===== src/rtl/nbus_pkg.sv =====
package nbus_pkg;
  typedef enum logic [2:0] {
    BEAT_IDLE = 3'd0,
    BEAT_AHI  = 3'd1,
    BEAT_ALO  = 3'd2,
    BEAT_IO   = 3'd3,
    BEAT_DHI  = 3'd4,
    BEAT_DMID = 3'd5,
    BEAT_DLO  = 3'd6
  } beatT;

  typedef struct packed {
    logic       accept;
    logic       sampleIrq;
    logic [2:0] capNib;   // [2]=high, [1]=mid, [0]=low nibble beat
    logic       finish;
    beatT       beat;
  } strobeT;
endpackage


===== src/rtl/nbus_ctrl.sv =====
module nbus_ctrl
  import nbus_pkg::*;
(
  input  logic   clk,
  input  logic   rst,
  input  logic   reqValid,
  input  logic   reqIo,
  output strobeT stb
);
  beatT state, stateNext;
  logic ioQ;

  always_ff @(posedge clk) begin
    if (rst) begin
      state <= BEAT_IDLE;
      ioQ   <= 1'b0;
    end else begin
      state <= stateNext;
      if (stb.accept) ioQ <= reqIo;
    end
  end

  always_comb begin
    stateNext = state;
    unique case (state)
      BEAT_IDLE: if (reqValid) stateNext = BEAT_AHI;
      BEAT_AHI:  stateNext = BEAT_ALO;
      BEAT_ALO:  stateNext = ioQ ? BEAT_IO : BEAT_DHI;
      BEAT_IO:   stateNext = BEAT_DHI;
      BEAT_DHI:  stateNext = BEAT_DMID;
      BEAT_DMID: stateNext = BEAT_DLO;
      BEAT_DLO:  stateNext = BEAT_IDLE;
      default:   stateNext = BEAT_IDLE;
    endcase
  end

  always_comb begin
    stb.accept    = (state == BEAT_IDLE) && reqValid;
    stb.sampleIrq = (state == BEAT_AHI);
    stb.capNib    = {state == BEAT_DHI, state == BEAT_DMID, state == BEAT_DLO};
    stb.finish    = (state == BEAT_DLO);
    stb.beat      = state;
  end
endmodule


===== src/rtl/nbus_dpath.sv =====
module nbus_dpath
  import nbus_pkg::*;
#(
  parameter int ADDR_W = 12,
  parameter int DATA_W = 12,
  parameter int CODE_W = 5
) (
  input  logic              clk,
  input  logic              rst,
  input  strobeT            stb,
  input  logic              reqWrite,
  input  logic [CODE_W-1:0] ioCode,
  input  logic [ADDR_W-1:0] reqAddr,
  input  logic [DATA_W-1:0] reqWdata,
  input  logic [3:0]        busIn,
  input  logic              irqIn,
  output logic [7:0]        busOut,
  output logic [DATA_W-1:0] rdData,
  output logic              done,
  output logic              irqSampled
);
  localparam int HALF_W = ADDR_W / 2;
  localparam int NIB_W  = DATA_W / 3;

  logic [ADDR_W-1:0] addrQ;
  logic [DATA_W-1:0] wdQ;
  logic [DATA_W-1:0] rdAcc;
  logic [CODE_W-1:0] codeQ;
  logic              wrQ;

  always_ff @(posedge clk) begin
    if (rst) begin
      addrQ <= '0;
      wdQ   <= '0;
      codeQ <= '0;
      wrQ   <= 1'b0;
    end else if (stb.accept) begin
      addrQ <= reqAddr;
      wdQ   <= reqWdata;
      codeQ <= ioCode;
      wrQ   <= reqWrite;
    end
  end

  // read nibble assembly, one slice per data beat
  for (genvar k = 0; k < 3; k++) begin : g_nib
    if (k == 0) begin : g_last
      always_ff @(posedge clk) begin
        if (rst) rdData <= '0;
        else if (stb.capNib[0] && !wrQ)
          rdData <= {rdAcc[DATA_W-1:NIB_W], busIn};
      end
      assign rdAcc[NIB_W-1:0] = '0;
    end else begin : g_acc
      always_ff @(posedge clk) begin
        if (rst) rdAcc[k*NIB_W +: NIB_W] <= '0;
        else if (stb.capNib[k] && !wrQ)
          rdAcc[k*NIB_W +: NIB_W] <= busIn;
      end
    end
  end

  always_ff @(posedge clk) begin
    if (rst) begin
      done       <= 1'b0;
      irqSampled <= 1'b0;
    end else begin
      done <= stb.finish;
      if (stb.sampleIrq) irqSampled <= irqIn;
    end
  end

  function automatic logic [7:0] dataBeat(input logic [2:0] tag, input int idx);
    logic [3:0] nib;
    nib = wrQ ? wdQ[idx*NIB_W +: NIB_W] : 4'hF;
    return {tag, wrQ, nib};
  endfunction

  always_comb begin
    unique case (stb.beat)
      BEAT_AHI:  busOut = {2'b10, addrQ[ADDR_W-1:HALF_W]};
      BEAT_ALO:  busOut = {2'b11, addrQ[HALF_W-1:0]};
      BEAT_IO:   busOut = {3'b011, codeQ};
      BEAT_DHI:  busOut = dataBeat(3'b000, 2);
      BEAT_DMID: busOut = dataBeat(3'b001, 1);
      BEAT_DLO:  busOut = dataBeat(3'b010, 0);
      default:   busOut = 8'h00;
    endcase
  end
endmodule


===== src/rtl/nbus_seq.sv =====
module nbus_seq
  import nbus_pkg::*;
#(
  parameter int ADDR_W = 12,
  parameter int DATA_W = 12,
  parameter int CODE_W = 5
) (
  input  logic              clk,
  input  logic              rst,
  input  logic              reqValid,
  input  logic              reqWrite,
  input  logic              reqIo,
  input  logic [CODE_W-1:0] ioCode,
  input  logic [ADDR_W-1:0] reqAddr,
  input  logic [DATA_W-1:0] reqWdata,
  input  logic [3:0]        busIn,
  input  logic              irqIn,
  output logic [7:0]        busOut,
  output logic [DATA_W-1:0] rdData,
  output logic              done,
  output logic              irqSampled
);
  strobeT stb;

  nbus_ctrl u_ctrl (
    .clk      (clk),
    .rst      (rst),
    .reqValid (reqValid),
    .reqIo    (reqIo),
    .stb      (stb)
  );

  nbus_dpath #(.ADDR_W(ADDR_W), .DATA_W(DATA_W), .CODE_W(CODE_W)) u_dpath (
    .clk        (clk),
    .rst        (rst),
    .stb        (stb),
    .reqWrite   (reqWrite),
    .ioCode     (ioCode),
    .reqAddr    (reqAddr),
    .reqWdata   (reqWdata),
    .busIn      (busIn),
    .irqIn      (irqIn),
    .busOut     (busOut),
    .rdData     (rdData),
    .done       (done),
    .irqSampled (irqSampled)
  );
endmodule


===== config.mk =====
export PLATFORM = sky130hd
export DESIGN_NAME = nbus_seq
export DESIGN_NICKNAME = d
export VERILOG_FILES = /design/src/rtl/nbus_pkg.sv /design/src/rtl/nbus_ctrl.sv /design/src/rtl/nbus_dpath.sv /design/src/rtl/nbus_seq.sv
export SDC_FILE = /design/constraint.sdc
export NUM_CORES = 1
export LEC_CHECK = 0
export ABC_CLOCK_PERIOD_IN_PS = 1600
export BUFFER_PORTS_ARGS = -buffer_cell sky130_fd_sc_hd__buf_2
export CORE_MARGIN = 10
export CORE_UTILIZATION = 48
export CTS_CLUSTER_DIAMETER = 60
export DETAILED_ROUTE_END_ITERATION = 8
export PLACE_DENSITY = 0.78
export SYNTH_ARGS = -nofsm -noshare
export SYNTH_HDL_FRONTEND = slang
export SYNTH_SLANG_ARGS = --single-unit
export TNS_END_PERCENT = 5

===== constraint.sdc =====
create_clock -name clk -period 1.6 [get_ports clk]
set_input_delay 0.32 -clock clk [delete_from_list [all_inputs] [get_ports clk]]
set_output_delay 0.32 -clock clk [all_outputs]
set_load 0.01 [all_outputs]

==> metrics.md, run 1 <==
| Metric | Value |
|---|---|
| GR Overflow Total | 0 |
| DR vias/cell | 4.94 |
| # port buffers | 60 |
| Startpoint Class | register |
| Xor/xnor share of the synthesized area | 0 |
| Final WS setup | -251 ps |
| R2R depth | 7 |
| Pwr per Cell Area | 950 nW/um^2 |
| TritonCTS buffer count | 5 |
| Setup violation total in the final timing report | 32 |
| End of the worst register-to-register path | u_dpath.codeQ[1] |
| # fillers | 422 |
| Tmin final | 1850 ps |
| Final hold violation count | 0 |
| Clock transition at path regs | 100 ps |
| Post-synthesis mux area share | 0.0617 |
| Width of the chip | 90.3 microns |
| HP Class | input pin to register |
| DRT Pass-1 Iters | 4 |
| Worst Path Required | 1280 ps |
| Iter 0 DRT Violations | 128 |
| Antenna fix cells | 0 |
| Max-cap violations | 0 |
| DRT antenna net count | 0 |
| Vias | 2139 |
| P&R area growth vs syn | 30.5% |
| Compound-Gate Fraction of Synth Area | 0.153 |
| Core area | 4750 sq um |
| Final slew viol count | 0 |
| I/O pins | 61 |
| FMAX | 0.540 GHz |
| Synth unique cells | 37 |
| Peak VDD IR | 0.000554 V |
| Initial Util | 0.499 |
| Sequential share of the synthesized area | 0.472 |
| Slew headroom | 0.717 |
| Gr usage total | 0.147 |
| Reg area | 1130 sq um |
| Die area | 8160 sq um |
| Failing checks | setup timing |
| Synth warnings | 0 |
| Initial antenna violation count | 0 |
| Nets | 404 |
| H-tree levels | 2 |
| Worst path max stage delay | 390 ps |
| Yosys reg bits | 56 |
| CP cell instances | nor4bb_2 -> buf_4 -> a21oi_1 -> nand4_1 -> buf_2 |
| Setup TNS | -1800 ps |
| Layout Skew | 8.80 ps |
| Clock Sink Count | 56 |
| Critical Path Start | u_ctrl.state[0] |
| GPL Wtd Cong | 0.880 |
| Global-route wire length before repair | 10.2 mm |
| Adder-cell share of the synthesized area | 0 |
| Clk buf depth | 2 |
| Pwr Total | 0.00294 W |
| Layout cells sized above 1 | 0.317 |
| CTS tree | done |
| Vias in the first global route | 2092 |
| CTS root buf | clkbuf_8 |
| Crit. End Element | output pin |
| Worst skew pair latency | 310 ps |
| Synth Net Count | 331 |
| Die height | 90.3 microns |
| Synth Instances | 292 |
| WP data arrival | 1530 ps |
| Pleak | 1.29 nW |
| Hold_ws | 235 ps |
| Largest net degree at the start of global routing | 21 |
| Unrepaired setup endpoints after global routing | true |
| Reg2reg setup slack | -40 ps |
| Largest fanout on the critical path | 6 |
| Largest family of logic cells by synthesized area | simple AND/OR/NAND/NOR gates |
| # rows | 25 |
| Worst Setup EP | busOut[3] |
| CTS Hold Bufs | 0 |
| Status | finished, violations left |
| Crit Path Category | register to output pin |
| Post-Route WL | 6.09 mm |
| Synthesized cell area | 2370 sq um |
| R2R Path Start | u_ctrl.state[0] |
| Worst-Margin Slew | 423 ps |
| Simple-gate portion of the synthesized area | 0.251 |
| Synthesized area per cell | 8.13 sq um |
| Final period util | 1.16 |
| Multi-input combinational cell area | 1160 sq um |
| Post-detail-place hpwl | 4.54 mm |
| DR DRC count | 0 |
| Slowest cell on crit path | dfxtp_4 |
| Mean routed wirelength per cell | 14.1 microns |
routing by layer:
| metal | up-vias | wire, microns | GRT usage |
|---|---|---|---|
| li1 | 1120 | - | - |
| met1 | 960 | 2850 | 0.196 |
| met2 | 55 | 2830 | 0.223 |
| met3 | 4 | 344 | 0.0391 |
| met4 | 0 | 68 | 0.0477 |
| met5 | - | 0 | 0 |
through the flow:
step	cell area (sq um)	utilization	setup slack (ps)	cells
floorplan	2370	-	37.0	292
global placement	2880	0.606	-43.8	422
detailed placement	2880	0.606	-73.3	422
CTS	3090	0.650	-251	433
global route	3100	0.652	-314	433
finish	3100	0.652	-251	433
how the worst min path moves through the flow:
stage,slack (ps),to,startpoint,cells after the start
after floorplan,430,u_dpath.rdData[10],u_dpath.rdAcc[10],2
after global placement,440,u_dpath.rdData[4],u_dpath.rdAcc[4],2
after detailed placement,440,u_dpath.rdData[5],u_dpath.rdData[5],2
after CTS,220,u_dpath.codeQ[2],ioCode[2],3
after global routing,230,u_dpath.wdQ[0],reqWdata[0],3
final,240,u_dpath.wdQ[10],reqWdata[10],3
layout by cell type (no fill, tap or decap), drive strengths merged:
cell type and n:
nand2 93, buf 90, dfxtp 56, a21oi 51, nor2 11, mux2i 9
o21ai 6, clkbuf 5, nand2b 5, mux2 5, nor2b 4, inv 3
nand3b 2, nor3 2, o311ai 2, nand4 2, nor4b 2, clkinv 2
a311oi 1, a221o 1, o221ai 1, and2b 1, nand3 1, a21boi 1
a211oi 1, a221oi 1, nor3b 1, nor4bb 1, and3b 1, or4b 1
and4bb 1, nand4bb 1, a2bb2oi 1, bufinv 1
power breakdown:
| part | internal, W | total, W | switching, W | leakage, nW |
|---|---|---|---|---|
| sequential | 0.00146 | 0.00152 | 0.0000536 | 0.459 |
| combinational | 0.000243 | 0.000488 | 0.000245 | 0.775 |
| clock | 0.000472 | 0.000941 | 0.000469 | 0.0583 |
sequential cells by signal (all words and copies together), names as in the netlist:
| signal | cells |
|---|---|
| u_dpath.wdQ | 12 |
| u_dpath.done | 1 |
| u_dpath.rdAcc | 8 |
| u_ctrl.ioQ | 1 |
| u_dpath.irqSampled | 1 |
| u_dpath.rdData | 12 |
| u_dpath.addrQ | 12 |
| u_ctrl.state | 3 |
| u_dpath.wrQ | 1 |
| u_dpath.codeQ | 5 |
critical path, delay by kind of cell (launching register included):
kind                   cells  cell delay (ps)
and+or+nand+nor            2              330
buffers and inverters      2              330
DFF                        1              390
AOI/OAI and AO/OA          1              180
final cells by class:
| type | instances | area share |
|---|---|---|
| Multi-Input combinational cell | 209 | 0.374 |
| Inverter | 3 | 0.00363 |
| Sequential cell | 56 | 0.366 |
| Clock buffer | 5 | 0.0222 |
| Tap cell | 67 | 0.0271 |
| Timing Repair Buffer | 90 | 0.192 |
| Clock inverter | 3 | 0.0153 |
cell usage after synthesis:
cell	number	area share
nor3b_1	1	0.0032
buf_6	4	0.019
and2b_1	1	0.0032
o311ai_1	1	0.0037
o21ai_0	4	0.0084
nor4b_4	1	0.010
inv_1	3	0.0047
buf_4	1	0.0032
nand3_1	1	0.0021
nor3_1	2	0.0042
or4b_1	1	0.0042
a21oi_1	51	0.11
nor4bb_1	1	0.0042
and4bb_1	1	0.0053
a221o_1	1	0.0042
a311oi_1	1	0.0037
nand2_1	93	0.15
buf_2	10	0.021
nor2b_1	4	0.011
mux2i_1	9	0.038
a21boi_1	1	0.0032
nand4_1	2	0.0053
nor2_1	11	0.017
nand2b_1	5	0.013
a2bb2oi_1	1	0.0037
o21ai_1	2	0.0042
a221oi_1	1	0.0037
and3b_1	1	0.0037
o221ai_1	1	0.0037
nor4b_2	1	0.0063
nand4bb_1	1	0.0047
a211oi_1	1	0.0032
nand3b_1	2	0.0063
o311ai_0	1	0.0037
mux2_1	5	0.024
dfxtp_1	56	0.47
clkbuf_1	9	0.014
timing repair:
action | in CTS | in global routing
endpoints found under the setup margin | 39 | 39
pin swaps | 6 | 1
buffers inserted | 3 | 0
gates resized for setup | 22 | 3
kinds of logic (layout without fill, tap and decap cells):
family | after synthesis | after routing
AOI/OAI and AO/OA | 66 | 66
muxes | 14 | 14
buffers and inverters | 27 | 101
DFF | 56 | 56
and+or+nand+nor | 129 | 129
Power figures use the tool's default switching activity.
==> inputs of run 2 (changes only) <==
ABC_CLOCK_PERIOD_IN_PS = 2000   (was 1600)
clock period = 2 ns   (was 1.6 ns; I/O delays follow)
==> metrics.md, run 2 (synthesis results as in run 1) <==
| Metric | Value |
|---|---|
| Vias in the first global route | 1967 (-6.0%) |
| End of the worst register-to-register path | u_dpath.wrQ |
| Commonest cells after routing, fill and taps aside | 93 x nand2_1, 60 x buf_2, 52 x dfxtp_1 |
| Initial Util | 0.499 (unchanged) |
| DR vias/cell | 5.12 (+3.7%) |
| Post-Route WL | 5.82 mm (-4.5%) |
| Initial antenna violation count | 0 (unchanged) |
| Slew headroom | 0.718 (+0.00159) |
| Final WS setup | 80.0 ps (+331 ps) |
| Setup TNS | 0 ps (+1800 ps) |
| Pwr per Cell Area | 755 nW/um^2 (-20%) |
| Width of the chip | 90.3 microns (unchanged) |
| P&R area growth vs syn | 22.5% |
| Clock transition at path regs | 90 ps (about the same) |
| Final slew viol count | 0 (unchanged) |
| CTS tree | done |
| Worst path max stage delay | 490 ps (+100 ps) |
| Core area | 4750 sq um (unchanged) |
| Largest fanout on the critical path | 18 (+12) |
| Tmin final | 1920 ps |
| Peak VDD IR | 0.000367 V (-34%) |
| CTS root buf | clkbuf_8 |
| DRT Pass-1 Iters | 4 (unchanged) |
| FMAX | 0.521 GHz |
| Slowest cell on crit path | dfxtp_4 |
| Clock Sink Count | 56 (unchanged) |
| Power Internal | 0.00163 W (-25%) |
| Worst hold path depth | 3 (unchanged) |
| Die area | 8160 sq um (unchanged) |
| Sw Ratio | 0.257 (-0.00331) |
| Iter 0 DRT Violations | 182 (+42%) |
| Reg2reg setup slack | 250 ps (+290 ps) |
| Worst Path Required | 1600 ps (+320 ps) |
| Status | complete, no violations |
| DP Cell Count | 407 (-3.6%) |
| Max-cap violations | 0 (unchanged) |
| Crit. End Element | output pin |
| Pleak | 1.19 nW (-8.3%) |
| # rows | 25 (unchanged) |
| WHS Endpoint | u_dpath.codeQ[2] |
| Die height | 90.3 microns (unchanged) |
| Unrepaired setup endpoints after global routing | false |
| DR DRC count | 0 (unchanged) |
| TritonCTS buffer count | 5 (unchanged) |
| Switching power | 0.000565 W (-26%) |
| Crit Path Category | register to output pin |
| Post-detail-place hpwl | 4.23 mm (-6.6%) |
| Startpoint Class | register |
| Vias | 2131 (-0.37%) |
| GR Overflow Total | 0 (unchanged) |
| Worst skew pair latency | 300 ps (about the same) |
| Mean routed wirelength per cell | 14.0 microns (-0.56%) |
| Layout cells sized above 1 | 0.264 (-0.0533) |
| H-tree levels | 2 (unchanged) |
| CP cell instances | mux2i_1 -> o21ai_1 -> a221o_1 -> buf_2 |
| # port buffers | 60 (unchanged) |
| CP top delay family | flip-flops |
| Flop pwr share | 0.554 (+0.039) |
| Gr usage total | 0.137 (-0.00932) |
| Clock power share | 0.295 (-0.025) |
| Pwr Total | 0.00220 W (-25%) |
| Worst slack at placement | 153 ps (+226 ps) |
| Layout Skew | 3.04 ps (-5.76 ps) |
| HP Class | input pin to register |
| CTS Hold Bufs | 0 (unchanged) |
| Largest regs | u_dpath.addrQ x12, u_dpath.rdData x12, u_dpath.wdQ x12 |
| Final hold violation count | 0 (unchanged) |
| CP bufs+invs | 1 (-1) |
| GPL Wtd Cong | 0.828 (-5.9%) |
| Antenna fix cells | 0 (unchanged) |
| DRT antenna net count | 0 (unchanged) |
| WP data arrival | 1520 ps (about the same) |
| Worst hold start | ioCode[2] |
| Largest net degree at the start of global routing | 57 (+170%) |
| I/O pins | 61 (unchanged) |
| Global-route wire length before repair | 9.49 mm (-6.6%) |
| Comb power frac | 0.151 (-0.015) |
| Clk buf depth | 2 (unchanged) |
| Worst-Margin Slew | 421 ps (-2.38 ps) |
| Fin cells | 416 (-3.9%) |
| Setup violation total in the final timing report | 0 (-100%) |
| R2R Path Start | u_ctrl.state[2] |
| Nets | 388 (-4.0%) |
| R2R depth | 6 (-1) |
| Final period util | 0.960 |
| Most common cell after layout, fill and taps aside | nand2_1 |
## run 2: worst max-delay path by stage
stage	startpoint	to	slack (ps)	cells after the start
2_1_floorplan	u_ctrl.state[2]	busOut[5]	360	4
3_3_place_gp	u_ctrl.state[0]	busOut[3]	170	4
3_5_place_dp	u_ctrl.state[0]	busOut[3]	150	4
4_1_cts	u_ctrl.state[0]	busOut[1]	2	5
5_1_grt	u_ctrl.state[1]	busOut[1]	3	4
6_report	u_ctrl.state[1]	busOut[1]	80	4
## run 2: layout make-up
cell class                 count  area, sq um
fill                         445         1850
inverter                       3         11.3
clock buffer                   7         96.3
tap                           67         83.8
timing repair buffer          74          432
sequential                    56         1140
multi-input combinational    209         1150
## run 2: repair_timing
item	in CTS	in global routing
setup buffers	0	2
pin swaps	0	1
setup endpoints to repair	7	5
gates cloned	0	0
gates resized for setup	6	9
## run 2: per-stage QoR
| stage | hold WS [ps] | instance area, sq um | util |
|---|---|---|---|
| final | 326 | 2910 | 0.611 |
| after global routing | 316 | 2910 | 0.611 |
| after CTS | 321 | 2840 | 0.598 |
| after detailed placement | 443 | 2730 | 0.575 |
| after global placement | 440 | 2730 | 0.575 |
| after floorplan | 431 | 2370 | - |
## run 2: power groups by stage
stage / Combinational, W / Sequential, W / Clock, W
floorplan: 0.000227 / 0.00122 / 0
global placement: 0.000304 / 0.00124 / 0
detailed placement: 0.000311 / 0.00124 / 0
CTS: 0.000313 / 0.00122 / 0.000659
global route: 0.000367 / 0.00123 / 0.000713
finish: 0.000331 / 0.00122 / 0.000647
## run 2: layer usage
layer / vias up / wire length, microns / GRT usage
met1: 966 / 2710 / 0.186
met3: 6 / 407 / 0.0407
li1: 1087 / - / -
met2: 72 / 2620 / 0.205
met4: 0 / 84 / 0.0398
met5: - / 0 / 0
## run 2: worst min-delay path, cell delays in order
cell and delay, ps:
buf_2 90, nand2_1 40, a21oi_1 50
